## src/rtl/cic_prune_decim.sv

```systemverilog
module cic_prune_decim #(
  parameter int IN_W = 32,
  parameter int OUT_W = 32,
  parameter int NSTG = 6,
  parameter int R = 2,
  parameter int D = 2,
  parameter int IW [NSTG] = '{44, 42, 41, 40, 39, 38},
  parameter int CW [NSTG] = '{38, 37, 37, 36, 35, 34}
) (
  input  logic                    clk,
  input  logic                    rst,
  input  logic                    in_valid,
  input  logic signed [IN_W-1:0]  in_data,
  output logic                    out_valid,
  output logic signed [OUT_W-1:0] out_data
);
  localparam int PW = (R > 1) ? $clog2(R) : 1;

  logic [NSTG-1:0] iv_q, cv_q;
  logic [PW-1:0]   phase;
  logic            dec;

  always_ff @(posedge clk) begin
    if (rst) begin
      iv_q  <= '0;
      cv_q  <= '0;
      phase <= '0;
    end else begin
      iv_q <= {iv_q[NSTG-2:0], in_valid};
      cv_q <= {cv_q[NSTG-2:0], dec};
      if (iv_q[NSTG-1])
        phase <= (phase == PW'(R-1)) ? '0 : phase + 1'b1;
    end
  end

  assign dec = iv_q[NSTG-1] && (phase == '0);

  for (genvar k = 0; k < NSTG; k++) begin : g_int
    localparam int W = IW[k];
    logic signed [W-1:0] acc, add;
    logic en;
    if (k == 0) begin : g_src
      assign en  = in_valid;
      assign add = W'(in_data);
    end else begin : g_src
      localparam int SH = IW[k-1] - IW[k];
      assign en  = iv_q[k-1];
      assign add = W'(g_int[k-1].acc >>> SH);
    end
    always_ff @(posedge clk) begin
      if (rst)     acc <= '0;
      else if (en) acc <= acc + add;
    end
  end

  for (genvar k = 0; k < NSTG; k++) begin : g_cmb
    localparam int W = CW[k];
    logic signed [W-1:0] x, q;
    logic signed [W-1:0] dl [D];
    logic en;
    if (k == 0) begin : g_src
      localparam int SH = IW[NSTG-1] - CW[0];
      assign en = dec;
      assign x  = W'(g_int[NSTG-1].acc >>> SH);
    end else begin : g_src
      localparam int SH = CW[k-1] - CW[k];
      assign en = cv_q[k-1];
      assign x  = W'(g_cmb[k-1].q >>> SH);
    end
    always_ff @(posedge clk) begin
      if (rst) begin
        q <= '0;
        for (int j = 0; j < D; j++) dl[j] <= '0;
      end else if (en) begin
        q     <= x - dl[D-1];
        dl[0] <= x;
        for (int j = 1; j < D; j++) dl[j] <= dl[j-1];
      end
    end
  end

  assign out_valid = cv_q[NSTG-1];
  assign out_data  = OUT_W'(g_cmb[NSTG-1].q >>> (CW[NSTG-1] - OUT_W));
endmodule

```

## config.mk

```make
export PLATFORM = sky130hd
export DESIGN_NAME = cic_prune_decim
export DESIGN_NICKNAME = d
export VERILOG_FILES = /design/src/rtl/cic_prune_decim.sv
export SDC_FILE = /design/constraint.sdc
export NUM_CORES = 2
export LEC_CHECK = 0
export BUFFER_PORTS_ARGS = -buffer_cell sky130_fd_sc_hd__buf_2
export CELL_PAD_IN_SITES_DETAIL_PLACEMENT = 0
export CELL_PAD_IN_SITES_GLOBAL_PLACEMENT = 1
export CORE_MARGIN = 4
export CORE_UTILIZATION = 51
export DETAILED_ROUTE_END_ITERATION = 6
export HOLD_SLACK_MARGIN = 0.08
export PLACE_DENSITY_LB_ADDON = 0.12
export SYNTH_ARGS = -nofsm -noshare
export SYNTH_HDL_FRONTEND = slang
export SYNTH_SLANG_ARGS = --single-unit
```

## constraint.sdc

```tcl
create_clock -name clk -period 5.3 [get_ports clk]
set_clock_uncertainty 0.2 [all_clocks]
set_input_delay 1.06 -clock clk [delete_from_list [all_inputs] [get_ports clk]]
set_output_delay 1.06 -clock clk [all_outputs]
set_load 0.02 [all_outputs]
```

======== Word-level counts from Yosys, hierarchy flattened ========
Memories as Yosys holds them, arrays and structs flattened.
Index checks and enable logic that the tools add are counted.
storage, ports and cells
  register bits ........................... 474
  bits in writable memories ............... 434
  bits of input ports ..................... 35
  word-level logic and storage cells ...... 81
  memories kept ........................... 6
cells by class
  add/subtract/negate cells ............... 13
  muxes and demuxes ....................... 33
  bitwise gates (word level) .............. 13
  reductions and logical operators ........ 1
memory list
  memory       words  bits a word  rd ports  clocked after memory_dff  wr ports  line  RTL
  g_cmb[0].dl  2      38           2         0                         2         59    logic signed [W-1:0] dl [D];
  g_cmb[1].dl  2      37           2         0                         2         59
  g_cmb[2].dl  2      37           2         0                         2         59
  g_cmb[3].dl  2      36           2         0                         2         59
  g_cmb[4].dl  2      35           2         0                         2         59
  g_cmb[5].dl  2      34           2         0                         2         59
operators with widths
  cell                                       count
  37-bit two-way mux                         4
  38-bit two-way mux                         2
  37-bit subtractor                          2
  36-bit two-way mux                         2
  35-bit two-way mux                         2
  34-bit two-way mux                         2
  44-bit by 32-bit adder with 44-bit output  1
  42-bit adder                               1
  41-bit adder                               1
  40-bit adder                               1
  39-bit adder                               1
  38-bit adder                               1
  38-bit subtractor                          1
  36-bit subtractor                          1
  35-bit subtractor                          1
  34-bit subtractor                          1
  1-bit two-way mux                          21
  1-bit OR                                   12
  1-bit adder (second input constant)        1
  1-bit logical AND                          1
  1-bit inverter                             1

======== Depth between registers and ports, before layout ========
  depth in word-level cells ............... 6
  gate-level depth with buffers ........... 14
  mapped depth without buffers ............ 14

======== Worst setup path after synthesis ========
OpenSTA, ideal clock, no wires.
  kind .................................... input to register
  start ................................... input port in_data[0]
  end ..................................... register g_int[0].acc[38]
  arrival ................................. 3.930 ns
  required time ........................... 5.014 ns
  slack ................................... 1.085 ns
  stages .................................. 13
  buffers on the path ..................... 0
  cell sequence ........................... ha_1 fa_1 a21oi_1 o21bai_1 a2111o_1 a31oi_2 o211ai_1 o21a_1 a311o_1 a21boi_1 o21ai_0 xnor2_1 a211oi_1
between the ends
  longest elaborated chain between the ends .. 1
ends and longest elaborated chain
  what                                       line  RTL
  start: declaration                         13    input logic signed [IN_W-1:0] in_data,
  44-bit by 32-bit adder with 44-bit output  52    else if (en) acc <= acc + add;
  end signal: assignment                     52
  end: declaration                           40    logic signed [W-1:0] acc, add;
Every way passes these cells.
A chain may end at the register's enable or synchronous reset.

======== Worst setup path after layout ========
Ends and elaborated chain as after synthesis.

==> out/results.ini <==
[floorplanning]
die-area_mm2=0.112
start_util=0.516
dieHeight_um=335
std_cell_rows=119
fp.dieW_um=335
num_io_pins=68
core_mm2=0.106

[clock_tree]
numCtsBuffers=101
post_cts_buffers=0
cts_sinks=902
clock_latency_ps=710
clk_pin_slew_ps=60
cts_tree=yes
hold_buffers=0
cts_resized=0
root_buffer=clkbuf_16
cts_max_path_buffers=3
htree_levels=3

[global_routing]
track_usage=0.215
overflow=0
grt_max_degree=84
grt_pass1_vias=39042
antenna_found_initial=3
grt_pass1_wl_um=202000

[yosys]
ys.flop_type=dfxtp_1
ys_seq_area_frac=0.411
yosysTopAreaCellShare=0.239
synth-simple-area-share=0.160
synth-compound-area-share=0.178
synth.area.top_cells=edfxtp_1, dfxtp_1, ha_1
yosysTopAreaCell=edfxtp_1
synth_xor_area_frac=0.0623
synthAdderAreaFrac=0.106
ys_types=100
yosys_warnings=0
synth_top_family_by_area=compound AO/OA/AOI/OAI gates
synthMuxAreaShare=0.0445
yosysMostFrequentCell=nor2_1
syn_area_per_cell_um2=9.50
syn_inst=5742
synth_edf_count=434
synth_common_cells=nor2_1, dfxtp_1, and2_1
synthesis.nets=6232
synth-seq-cells=902
synthesis.area_mm2=0.0546
async_reset_ff_frac=0

[layout]
fin_area_mm2=0.0594
fin_util=0.562
fin_nets=6220
area_growth_pct=8.91
fin_cells=7209
insertedDiodeCount=0
drive_above_1_share=0.0607

[sta]
hold_violations=0
finalSetupTns_ps=0
min_period_ps=4030
relSlewSlack=0.171
tightest_slew_ps=1240
postLayoutSetupSlackWorst_ps=1270
clock.fmax_mhz=248
hold_ws_ps=247
slew_violations=0
min_period_over_period=0.761
setup_viol=0
rsz0062_at_grt=false

[detailed_routing]
drt_iter0_markers=2228
viasPerCell=5.55
dr.pass1.iters=5
ant_nets=0
num_vias=40004
post_drt_wl_per_cell_um=16.9
wirelength_um=122000
drc_errors=0

[place]
port_buffers=67
dp_hpwl_um=88800
preCtsSetupSlack_ps=594
dp.cells=7018
gp_congestion=0.857
post_dp_cell_area_mm2=0.0561

[power_and_ir_drop]
power_mw=16.2
clkPwrFrac=0.426
p_sw_frac=0.254
p_per_area_mw_per_mm2=273
p_leak_nw=25.7
comb_power_share=0.104
p_seq_frac=0.470
ir_drop_mv=0.262
intPower_mw=12.1
p_sw_mw=4.13

[critical_path]
path_cells=buf_2 > ha_1 > fa_1 > a21oi_1 > o21bai_1 > a2111o_1 > a31oi_2 > o211ai_1 > o21a_1 > a311o_1 > a21boi_1 > o21ai_0 > xnor2_1 > a211oi_1
worst-endpoint-arrival_ps=4450
cp_slowest_cell=a2111o_1
start_kind=input pin
worstSetupPathType=input pin to register
cp-end-kind=register
crit_path_max_incr_delay_ps=440
required_ps=5710
path_max_fanout=5

[worst_hold_path]
hp-class=register to register

[run_status]
status=complete, no violations

[run]
drv_cap=0

## area by class of cell
type	count	area, um2
Multi-Input combinational cell	4270	30000
Inverter	349	1310
Clock inverter	46	460
Clock buffer	145	2830
Sequential cell	902	22400
Timing Repair Buffer	106	651
Tap cell	1391	1740
Fill cell	9652	46300
## flip-flops by register name, indices dropped and copies added (netlist names)
name and count:
g_cmb.dl 434, g_cmb.x 38, g_cmb.q 211, g_int.acc 206, iv_q 6, phase 1
cv_q 6
## worst max-delay path, delay by kind of cell
kind / cells / cell delay [ps]
adder cells (fa/ha/maj): 2 / 610
AO/OA/AOI/OAI: 10 / 2520
buffers and inverters: 1 / 100
XOR/XNOR: 1 / 140
## metal layers
metal	global-route usage	share of wire	vias up
met3	0.0262	0.028	150
li1	-	-	20527
met1	0.288	0.47	18937
met4	0.0463	0.019	4
met5	0	0.00019	-
met2	0.374	0.48	386
## path summary, 6_finish.rpt
kind / cells after the start / from / end / slack (ps)
hold / removal: 2 / g_cmb[5].q[30] / g_cmb[5].q[30] / 250
setup reg to reg: 13 / g_int[0].acc[0] / g_int[0].acc[38] / 1440
hold reg to reg: 2 / g_cmb[5].q[30] / g_cmb[5].q[30] / 250
setup / recovery: 14 / in_data[0] / g_int[0].acc[38] / 1270
## power groups by stage
stage / registers [mW] / logic (mW) / clock network, mW
3_3_place_gp: 7.79 / 1.67 / 0
3_5_place_dp: 7.79 / 1.68 / 0
2_1_floorplan: 7.73 / 1.34 / 0
5_1_grt: 7.66 / 1.90 / 7.38
6_report: 7.64 / 1.68 / 6.91
4_1_cts: 7.65 / 1.69 / 7.09
## cells by family after synthesis
| group | count (synthesis) |
|---|---|
| XOR/XNOR | 388 |
| multiplexers | 242 |
| adder cells (fa/ha/maj) | 455 |
| AO/OA/AOI/OAI | 1470 |
| AND/OR/NAND/NOR | 1715 |
| flip-flops | 902 |
| buffers and inverters | 570 |
## cell usage in the layout, fill, tap and decap left out, types with 13 or more instances in the layout
cell type	count
a211oi_1	60
a21o_1	225
a21oi_1	416
a22o_1	52
a31o_2	14
a31oi_1	44
and2_1	448
and3_1	41
buf_2	66
buf_4	38
clkbuf_1	30
clkbuf_16	101
clkbuf_8	13
clkinv_2	15
dfxtp_1	464
edfxtp_1	434
ha_1	444
inv_1	339
mux2i_1	237
nand2_1	293
nand2b_1	81
nand3_1	98
nand4_1	64
nor2_1	483
nor2b_1	52
nor3_1	56
o211ai_1	26
o21a_1	45
o21ai_0	268
o21ai_1	22
o21bai_1	82
o22ai_1	21
o31ai_1	25
or3_1	24
xnor2_1	247
xor2_1	141
Note: power is estimated with default switching activity, not from simulation.
